### src/rtl/port_sel_pkg.sv
package port_sel_pkg;

    // Comparison directions for a port expression.
    typedef enum logic {
        CMP_LT = 1'b0,
        CMP_GE = 1'b1
    } cmp_kind_e;

    localparam int unsigned CMP_W = 16;

    function automatic logic cmp_eval(input cmp_kind_e kind,
                                      input logic [CMP_W-1:0] lhs,
                                      input logic [CMP_W-1:0] rhs);
        logic res;
        if (kind == CMP_GE) res = (lhs >= rhs);
        else                res = (lhs <  rhs);
        return res;
    endfunction

endpackage

### src/rtl/iter_walk.sv
module iter_walk #(
    parameter int unsigned I_CNT = 4,
    parameter int unsigned J_CNT = 5,
    parameter int unsigned IW    = 2,
    parameter int unsigned JW    = 3
) (
    input  logic          clk_i,
    input  logic          rst_ni,
    input  logic          clear_i,
    input  logic          step_i,
    output logic [IW-1:0] i_o,
    output logic [JW-1:0] j_o,
    output logic          last_o
);
    localparam logic [IW-1:0] I_LAST = IW'(I_CNT - 1);
    localparam logic [JW-1:0] J_LAST = JW'(J_CNT - 1);

    typedef struct packed {
        logic [IW-1:0] i;
        logic [JW-1:0] j;
    } walk_t;

    walk_t st_d, st_q;
    logic  at_last;

    assign at_last = (st_q.i == I_LAST) && (st_q.j == J_LAST);

    always_comb begin
        st_d = st_q;
        if (clear_i) begin
            st_d = '0;
        end else if (step_i) begin
            if (st_q.j == J_LAST) begin
                st_d.j = '0;
                st_d.i = (st_q.i == I_LAST) ? '0 : st_q.i + 1'b1;
            end else begin
                st_d.j = st_q.j + 1'b1;
            end
        end
    end

    always_ff @(posedge clk_i or negedge rst_ni) begin
        if (!rst_ni) st_q <= '0;
        else         st_q <= st_d;
    end

    assign i_o    = st_q.i;
    assign j_o    = st_q.j;
    assign last_o = at_last;

    // indices never leave the domain
    assert_in_domain_R2: assert property (@(posedge clk_i) disable iff (!rst_ni)
        (int'(i_o) < I_CNT) && (int'(j_o) < J_CNT));

    // stepping from the final point returns to the origin
    assert_wrap_origin_R2: assert property (@(posedge clk_i) disable iff (!rst_ni)
        (step_i && !clear_i && last_o) |=> (i_o == '0 && j_o == '0));

endmodule

### src/rtl/sel_eval_pipe.sv
module sel_eval_pipe
    import port_sel_pkg::*;
#(
    parameter int unsigned          N_PORTS = 3,
    parameter int unsigned          IW      = 2,
    parameter int unsigned          JW      = 3,
    parameter int unsigned          CW      = 8,
    parameter logic [N_PORTS-1:0]   USE_I   = '1,
    parameter logic [N_PORTS-1:0]   USE_J   = '1,
    parameter logic [N_PORTS-1:0]   GE      = '0,
    parameter logic [N_PORTS*CW-1:0] OFS    = '0,
    parameter logic [N_PORTS*CW-1:0] THR    = '0
) (
    input  logic               clk_i,
    input  logic               rst_ni,
    input  logic               flush_i,
    input  logic               load_i,
    input  logic               in_valid_i,
    input  logic               in_last_i,
    input  logic [IW-1:0]      i_i,
    input  logic [JW-1:0]      j_i,
    output logic [N_PORTS-1:0] sel_o,
    output logic               valid_o,
    output logic               last_o
);
    localparam int unsigned SW = CW + 2;

    typedef struct packed {
        logic                          valid;
        logic                          last;
        logic [N_PORTS-1:0][SW-1:0]    sum;
    } pipe_t;

    pipe_t st_d, st_q;
    logic [N_PORTS-1:0][SW-1:0] sum_now;

    // Adder half: one sum per port from the current point.
    always_comb begin
        for (int p = 0; p < N_PORTS; p++) begin
            sum_now[p] = (USE_I[p] ? SW'(i_i) : '0)
                       + (USE_J[p] ? SW'(j_i) : '0)
                       + SW'(OFS[p*CW +: CW]);
        end
    end

    always_comb begin
        st_d = st_q;
        if (flush_i) begin
            st_d.valid = 1'b0;
            st_d.last  = 1'b0;
        end else if (load_i) begin
            st_d.valid = in_valid_i;
            st_d.last  = in_valid_i & in_last_i;
            st_d.sum   = sum_now;
        end
    end

    always_ff @(posedge clk_i or negedge rst_ni) begin
        if (!rst_ni) st_q <= '0;
        else         st_q <= st_d;
    end

    // Comparator half: one comparison per port from the registered sum.
    generate
        for (genvar p = 0; p < N_PORTS; p++) begin : g_cmp
            logic hit;
            assign hit = cmp_eval(GE[p] ? CMP_GE : CMP_LT,
                                  CMP_W'(st_q.sum[p]),
                                  CMP_W'(THR[p*CW +: CW]));
            assign sel_o[p] = st_q.valid & hit;
        end
    endgenerate

    assign valid_o = st_q.valid;
    assign last_o  = st_q.last;

    // a flush empties the stage
    assert_flush_empties_R8: assert property (@(posedge clk_i) disable iff (!rst_ni)
        flush_i |=> !valid_o);

    // the stage presents no selection while empty
    assert_idle_no_sel_R9: assert property (@(posedge clk_i) disable iff (!rst_ni)
        !valid_o |-> (sel_o == '0));

endmodule

### src/rtl/port_sel_seq.sv
module port_sel_seq #(
    parameter int unsigned            I_CNT   = 4,
    parameter int unsigned            J_CNT   = 5,
    parameter int unsigned            N_PORTS = 3,
    parameter int unsigned            CW      = 8,
    parameter logic [N_PORTS-1:0]     USE_I   = 3'b101,
    parameter logic [N_PORTS-1:0]     USE_J   = 3'b011,
    parameter logic [N_PORTS-1:0]     GE      = 3'b110,
    parameter logic [N_PORTS*CW-1:0]  OFS     = {8'd2, 8'd1, 8'd0},
    parameter logic [N_PORTS*CW-1:0]  THR     = {8'd4, 8'd4, 8'd4}
) (
    input  logic               clk_i,
    input  logic               rst_ni,
    input  logic               start_i,
    input  logic               ready_i,
    output logic [N_PORTS-1:0] sel_o,
    output logic               valid_o,
    output logic               done_o
);
    localparam int unsigned IW = (I_CNT > 1) ? $clog2(I_CNT) : 1;
    localparam int unsigned JW = (J_CNT > 1) ? $clog2(J_CNT) : 1;

    typedef struct packed {
        logic running;
        logic done;
    } ctl_t;

    ctl_t ctl_d, ctl_q;

    logic [IW-1:0] cur_i;
    logic [JW-1:0] cur_j;
    logic          walk_last;
    logic          pipe_valid;
    logic          pipe_last;
    logic          advance;
    logic          step;
    logic          take;

    assign advance = !pipe_valid || ready_i;
    assign step    = ctl_q.running && advance && !start_i;
    assign take    = pipe_valid && ready_i && !start_i;

    iter_walk #(
        .I_CNT (I_CNT),
        .J_CNT (J_CNT),
        .IW    (IW),
        .JW    (JW)
    ) u_walk (
        .clk_i   (clk_i),
        .rst_ni  (rst_ni),
        .clear_i (start_i),
        .step_i  (step),
        .i_o     (cur_i),
        .j_o     (cur_j),
        .last_o  (walk_last)
    );

    sel_eval_pipe #(
        .N_PORTS (N_PORTS),
        .IW      (IW),
        .JW      (JW),
        .CW      (CW),
        .USE_I   (USE_I),
        .USE_J   (USE_J),
        .GE      (GE),
        .OFS     (OFS),
        .THR     (THR)
    ) u_pipe (
        .clk_i      (clk_i),
        .rst_ni     (rst_ni),
        .flush_i    (start_i),
        .load_i     (advance),
        .in_valid_i (ctl_q.running),
        .in_last_i  (walk_last),
        .i_i        (cur_i),
        .j_i        (cur_j),
        .sel_o      (sel_o),
        .valid_o    (pipe_valid),
        .last_o     (pipe_last)
    );

    always_comb begin
        ctl_d = ctl_q;
        if (start_i) begin
            ctl_d.running = 1'b1;
            ctl_d.done    = 1'b0;
        end else begin
            if (step && walk_last) ctl_d.running = 1'b0;
            if (take && pipe_last) ctl_d.done    = 1'b1;
        end
    end

    always_ff @(posedge clk_i or negedge rst_ni) begin
        if (!rst_ni) ctl_q <= '0;
        else         ctl_q <= ctl_d;
    end

    assign valid_o = pipe_valid;
    assign done_o  = ctl_q.done;

    // nothing is presented in the cycle after a start
    assert_start_gap_R4: assert property (@(posedge clk_i) disable iff (!rst_ni)
        start_i |=> !valid_o);

    // a non-final word that is taken is followed at once by the next
    assert_no_bubble_R5: assert property (@(posedge clk_i) disable iff (!rst_ni)
        (valid_o && ready_i && !start_i && !pipe_last) |=> valid_o);

    // a stalled word is held
    assert_stall_hold_R6: assert property (@(posedge clk_i) disable iff (!rst_ni)
        (valid_o && !ready_i && !start_i) |=> (valid_o && $stable(sel_o)));

    // once finished, the output stays empty
    assert_done_quiet_R7: assert property (@(posedge clk_i) disable iff (!rst_ni)
        done_o |-> !valid_o);

    // finishing follows acceptance of the final word
    assert_done_after_last_R7: assert property (@(posedge clk_i) disable iff (!rst_ni)
        $rose(done_o) |-> $past(valid_o && ready_i));

endmodule

### config.mk
export PLATFORM = sky130hd
export DESIGN_NAME = port_sel_seq
export DESIGN_NICKNAME = d
export VERILOG_FILES = /design/src/rtl/port_sel_pkg.sv /design/src/rtl/iter_walk.sv /design/src/rtl/sel_eval_pipe.sv /design/src/rtl/port_sel_seq.sv
export SDC_FILE = /design/constraint.sdc
export NUM_CORES = 1
export LEC_CHECK = 0
export ABC_AREA = 1
export CAP_MARGIN = 20
export CORE_MARGIN = 3
export CORE_UTILIZATION = 40
export CTS_CLUSTER_DIAMETER = 30
export CTS_CLUSTER_SIZE = 25
export DETAILED_ROUTE_END_ITERATION = 12
export DONT_BUFFER_PORTS = 1
export HOLD_SLACK_MARGIN = 0.02
export PLACE_DENSITY = 0.53
export SLEW_MARGIN = 30
export SYNTH_ARGS = -nofsm -noshare
export SYNTH_HDL_FRONTEND = slang
export SYNTH_HIERARCHICAL = 1
export SYNTH_SLANG_ARGS = --single-unit
### constraint.sdc
create_clock -name clk_i -period 1.67 [get_ports clk_i]
set_input_delay 0.334 -clock clk_i [delete_from_list [all_inputs] [get_ports clk_i]]
set_output_delay 0.334 -clock clk_i [all_outputs]
set_load 0.03 [all_outputs]
==> reports/qor.txt <==
Postcts setup bufs: 0
Yosys reg bits: 14
Met1 WL: 724 um
Relative slew slack: 0.564
Post-synth top area share: 0.451
CTS buffer count: 3
Avg Cell Area, Syn: 8.35 um^2
Initial core utilization: 0.436
Largest area contributor in the netlist: dfrtp_1
CP arrival: 1160 ps
Mapped cell area: 777 um^2
Share of cells above drive strength 1: 0.210
CTS HTree Levels: 1
Pwr dens: 837 mW/mm^2
Slew Limit Fails: 0
Die ar.: 0.00251 mm^2
Area grow syn2layout: 11.1%
First-pass GRT wire length: 2640 um
Reg2reg setup slack: 340 ps
Top cells by area in the synthesized netlist: dfrtp_1 45%, nand2_1 12%, ha_1 6.4%
Pleak: 0.446 nW
Slew @ Worst Pin: 651 ps
CTS tree: built
Met3 wire length: 41 um
DR vias/cell: 4.70
CP startpoint kind: flip-flop
Post-synth top cells: 24 x nand2_1, 14 x dfrtp_1, 10 x inv_1
Hold Crit Class: primary input to flip-flop
Final Net Count: 110
Die height: 50.1 um
Async SR Flop Fraction: 1.00
Met2 Routed Length: 611 um
Critical R2R Capture: u_walk/j_o[2]$_DFFE_PN0P_
Starting DRT DRC Count: 10
Crit end category: output port
Max Clk Rate: 0.671 GHz
Fin. Hold Viols: 0
CTS max path bufs: 2
Total GRT Usage: 0.145
Worst-skew pair later-pin latency: 280 ps
Setup violations, final: 0
Synth warnings: 6
Largest net degree at the start of global routing: 15
Inserted Diodes: 0
Die Width: 50.1 um
RePlAce Congestion: 0.803
Hold wc startpoint: start_i
DRT antenna net count: 0
Initial DRT Pass Iterations: 2
DRC errors left: 0
Status: complete, no violations
DP HPWL: 1080 um
Post-DR wirelength/cell: 11.4 um
Post-synthesis net count: 101
Root Driver: clkbuf_4
Worst path cell trace: buf_4 -> nand2_1 -> inv_1
Reg-to-Reg Start: u_pipe/valid_o$_DFFE_PN0P_
EDFF count, synth: 0
Clock Sink Count: 14
CTS clock-pin slew for the worst setup and hold paths: 80 ps
RSZ-0062 raised after global routing: false
PnR worst setup slack: 181 ps
Library cells used by synthesis: 20
Highest net fanout along the worst path: 4
Post-Syn Instances: 93
Minimum clock period: 1490 ps
Gr ovfl total: 0
Resize count post-CTS: 0
Ports: 9
Most numerous cell in the Yosys netlist: nand2_1
Critical Path RT: 1340 ps
Hold Path Stages: 1
# rows: 15
Worst-case reg-to-reg path depth: 8
Antenna violations before repair: 0
Post-Route Setup TNS: 0 ps
Max Cap Viol: 0
Hold endpoint: done_o$_DFFE_PN0P_
Seq/Total Area, Yosys: 0.451
Setup CP Type: flip-flop to output port
Core area: 0.00178 mm^2
Top_reg_cell synth: dfrtp_1
Vias: 587
Slowest stage cell on the critical path: dfrtp_1
Port Buffers: 0
Biggest cell delay along the critical path: 420 ps
Clock skew: 3.16 ps
Highest Signal Layer: met4
WL final: 1420 um
Vias in the first global route: 601
Pre-CTS WS: 363 ps
Peak VDD IR: 0.000374 V
Hold_buf cts: 1
Tcrit/Tclk final: 0.892
## report_power, final
part	internal [mW]	leakage (nW)	total [mW]	switching [mW]
logic	0.0499	0.249	0.138	0.0882
registers	0.363	0.183	0.391	0.0272
clock network	0.0838	0.0138	0.194	0.110
total	0.497	0.446	0.723	0.226
## worst max-delay path, delay by kind of cell, from the launching register on
kind          cells  cell delay (ps)
flops             1              420
buf+inv           2              390
simple gates      1               60
## per-stage QoR
stage | instance area (um^2) | power [mW] | util | std cells | hold WS (ps)
floorplan | 777 | 0.495 | - | 93 | 38.4
global placement | 831 | 0.529 | 0.466 | 121 | 38.7
detailed placement | 831 | 0.529 | 0.466 | 121 | 38.8
CTS | 863 | 0.734 | 0.484 | 125 | 100
global route | 863 | 0.777 | 0.484 | 125 | 94.8
finish | 863 | 0.723 | 0.484 | 125 | 107
## cell families (layout without fill, tap and decap cells)
kind of cell	count (synthesis)	in the layout	synth area share
buf+inv	15	22	0.0789
fa+ha+maj	4	4	0.0644
flops	14	14	0.451
compound gates	10	10	0.0950
simple gates	50	50	0.311
## per-layer routing
layer | track usage | up-vias
li1 | - | 312
met1 | 0.176 | 261
met5 | 0 | -
met2 | 0.217 | 9
met3 | 0.0363 | 5
met4 | 0.111 | 0
## final cells by class
cell class | instances | area [um^2]
fillers | 197 | 920
clock buffers | 3 | 22.5
inverters | 15 | 61.3
multi-input cells | 64 | 365
flip-flops and latches | 14 | 350
well taps | 25 | 31.3
repair buffers | 4 | 32.5
## placed cells by master, fill, tap and decap left out, drive strengths merged
master / netlist / routed
inv: 15 / 15
buf: 0 / 3
a21oi: 3 / 3
nor3: 1 / 1
nand2: 29 / 29
nand3: 7 / 7
dfrtp: 14 / 14
o21ai: 5 / 5
o21a: 1 / 1
dlygate4sd3: 0 / 1
nand4: 3 / 3
clkbuf: 0 / 3
o31ai: 1 / 1
ha: 4 / 4
nor2: 10 / 10
## sequential cells by signal, summed over array words and instances (netlist names)
name / count
u_pipe/st_q: 5
u_walk/j_o: 3
u_walk/i_o: 2
ctl_q: 1
done_o: 1
u_pipe/last_o: 1
u_pipe/valid_o: 1
## worst max-delay path by stage
stage | from | endpoint | slack (ps) | cells after the start
final | u_pipe/valid_o$_DFFE_PN0P_ | sel_o[2] | 180 | 3
after floorplan | u_pipe/valid_o$_DFFE_PN0P_ | sel_o[0] | 40 | 2
after global placement | u_pipe/valid_o$_DFFE_PN0P_ | u_walk/j_o[2]$_DFFE_PN0P_ | 410 | 8
after CTS | u_pipe/valid_o$_DFFE_PN0P_ | sel_o[2] | 170 | 3
after detailed placement | u_pipe/valid_o$_DFFE_PN0P_ | u_walk/j_o[2]$_DFFE_PN0P_ | 360 | 8
after global routing | u_pipe/valid_o$_DFFE_PN0P_ | sel_o[2] | 130 | 3
Power figures use the tool's default switching activity.
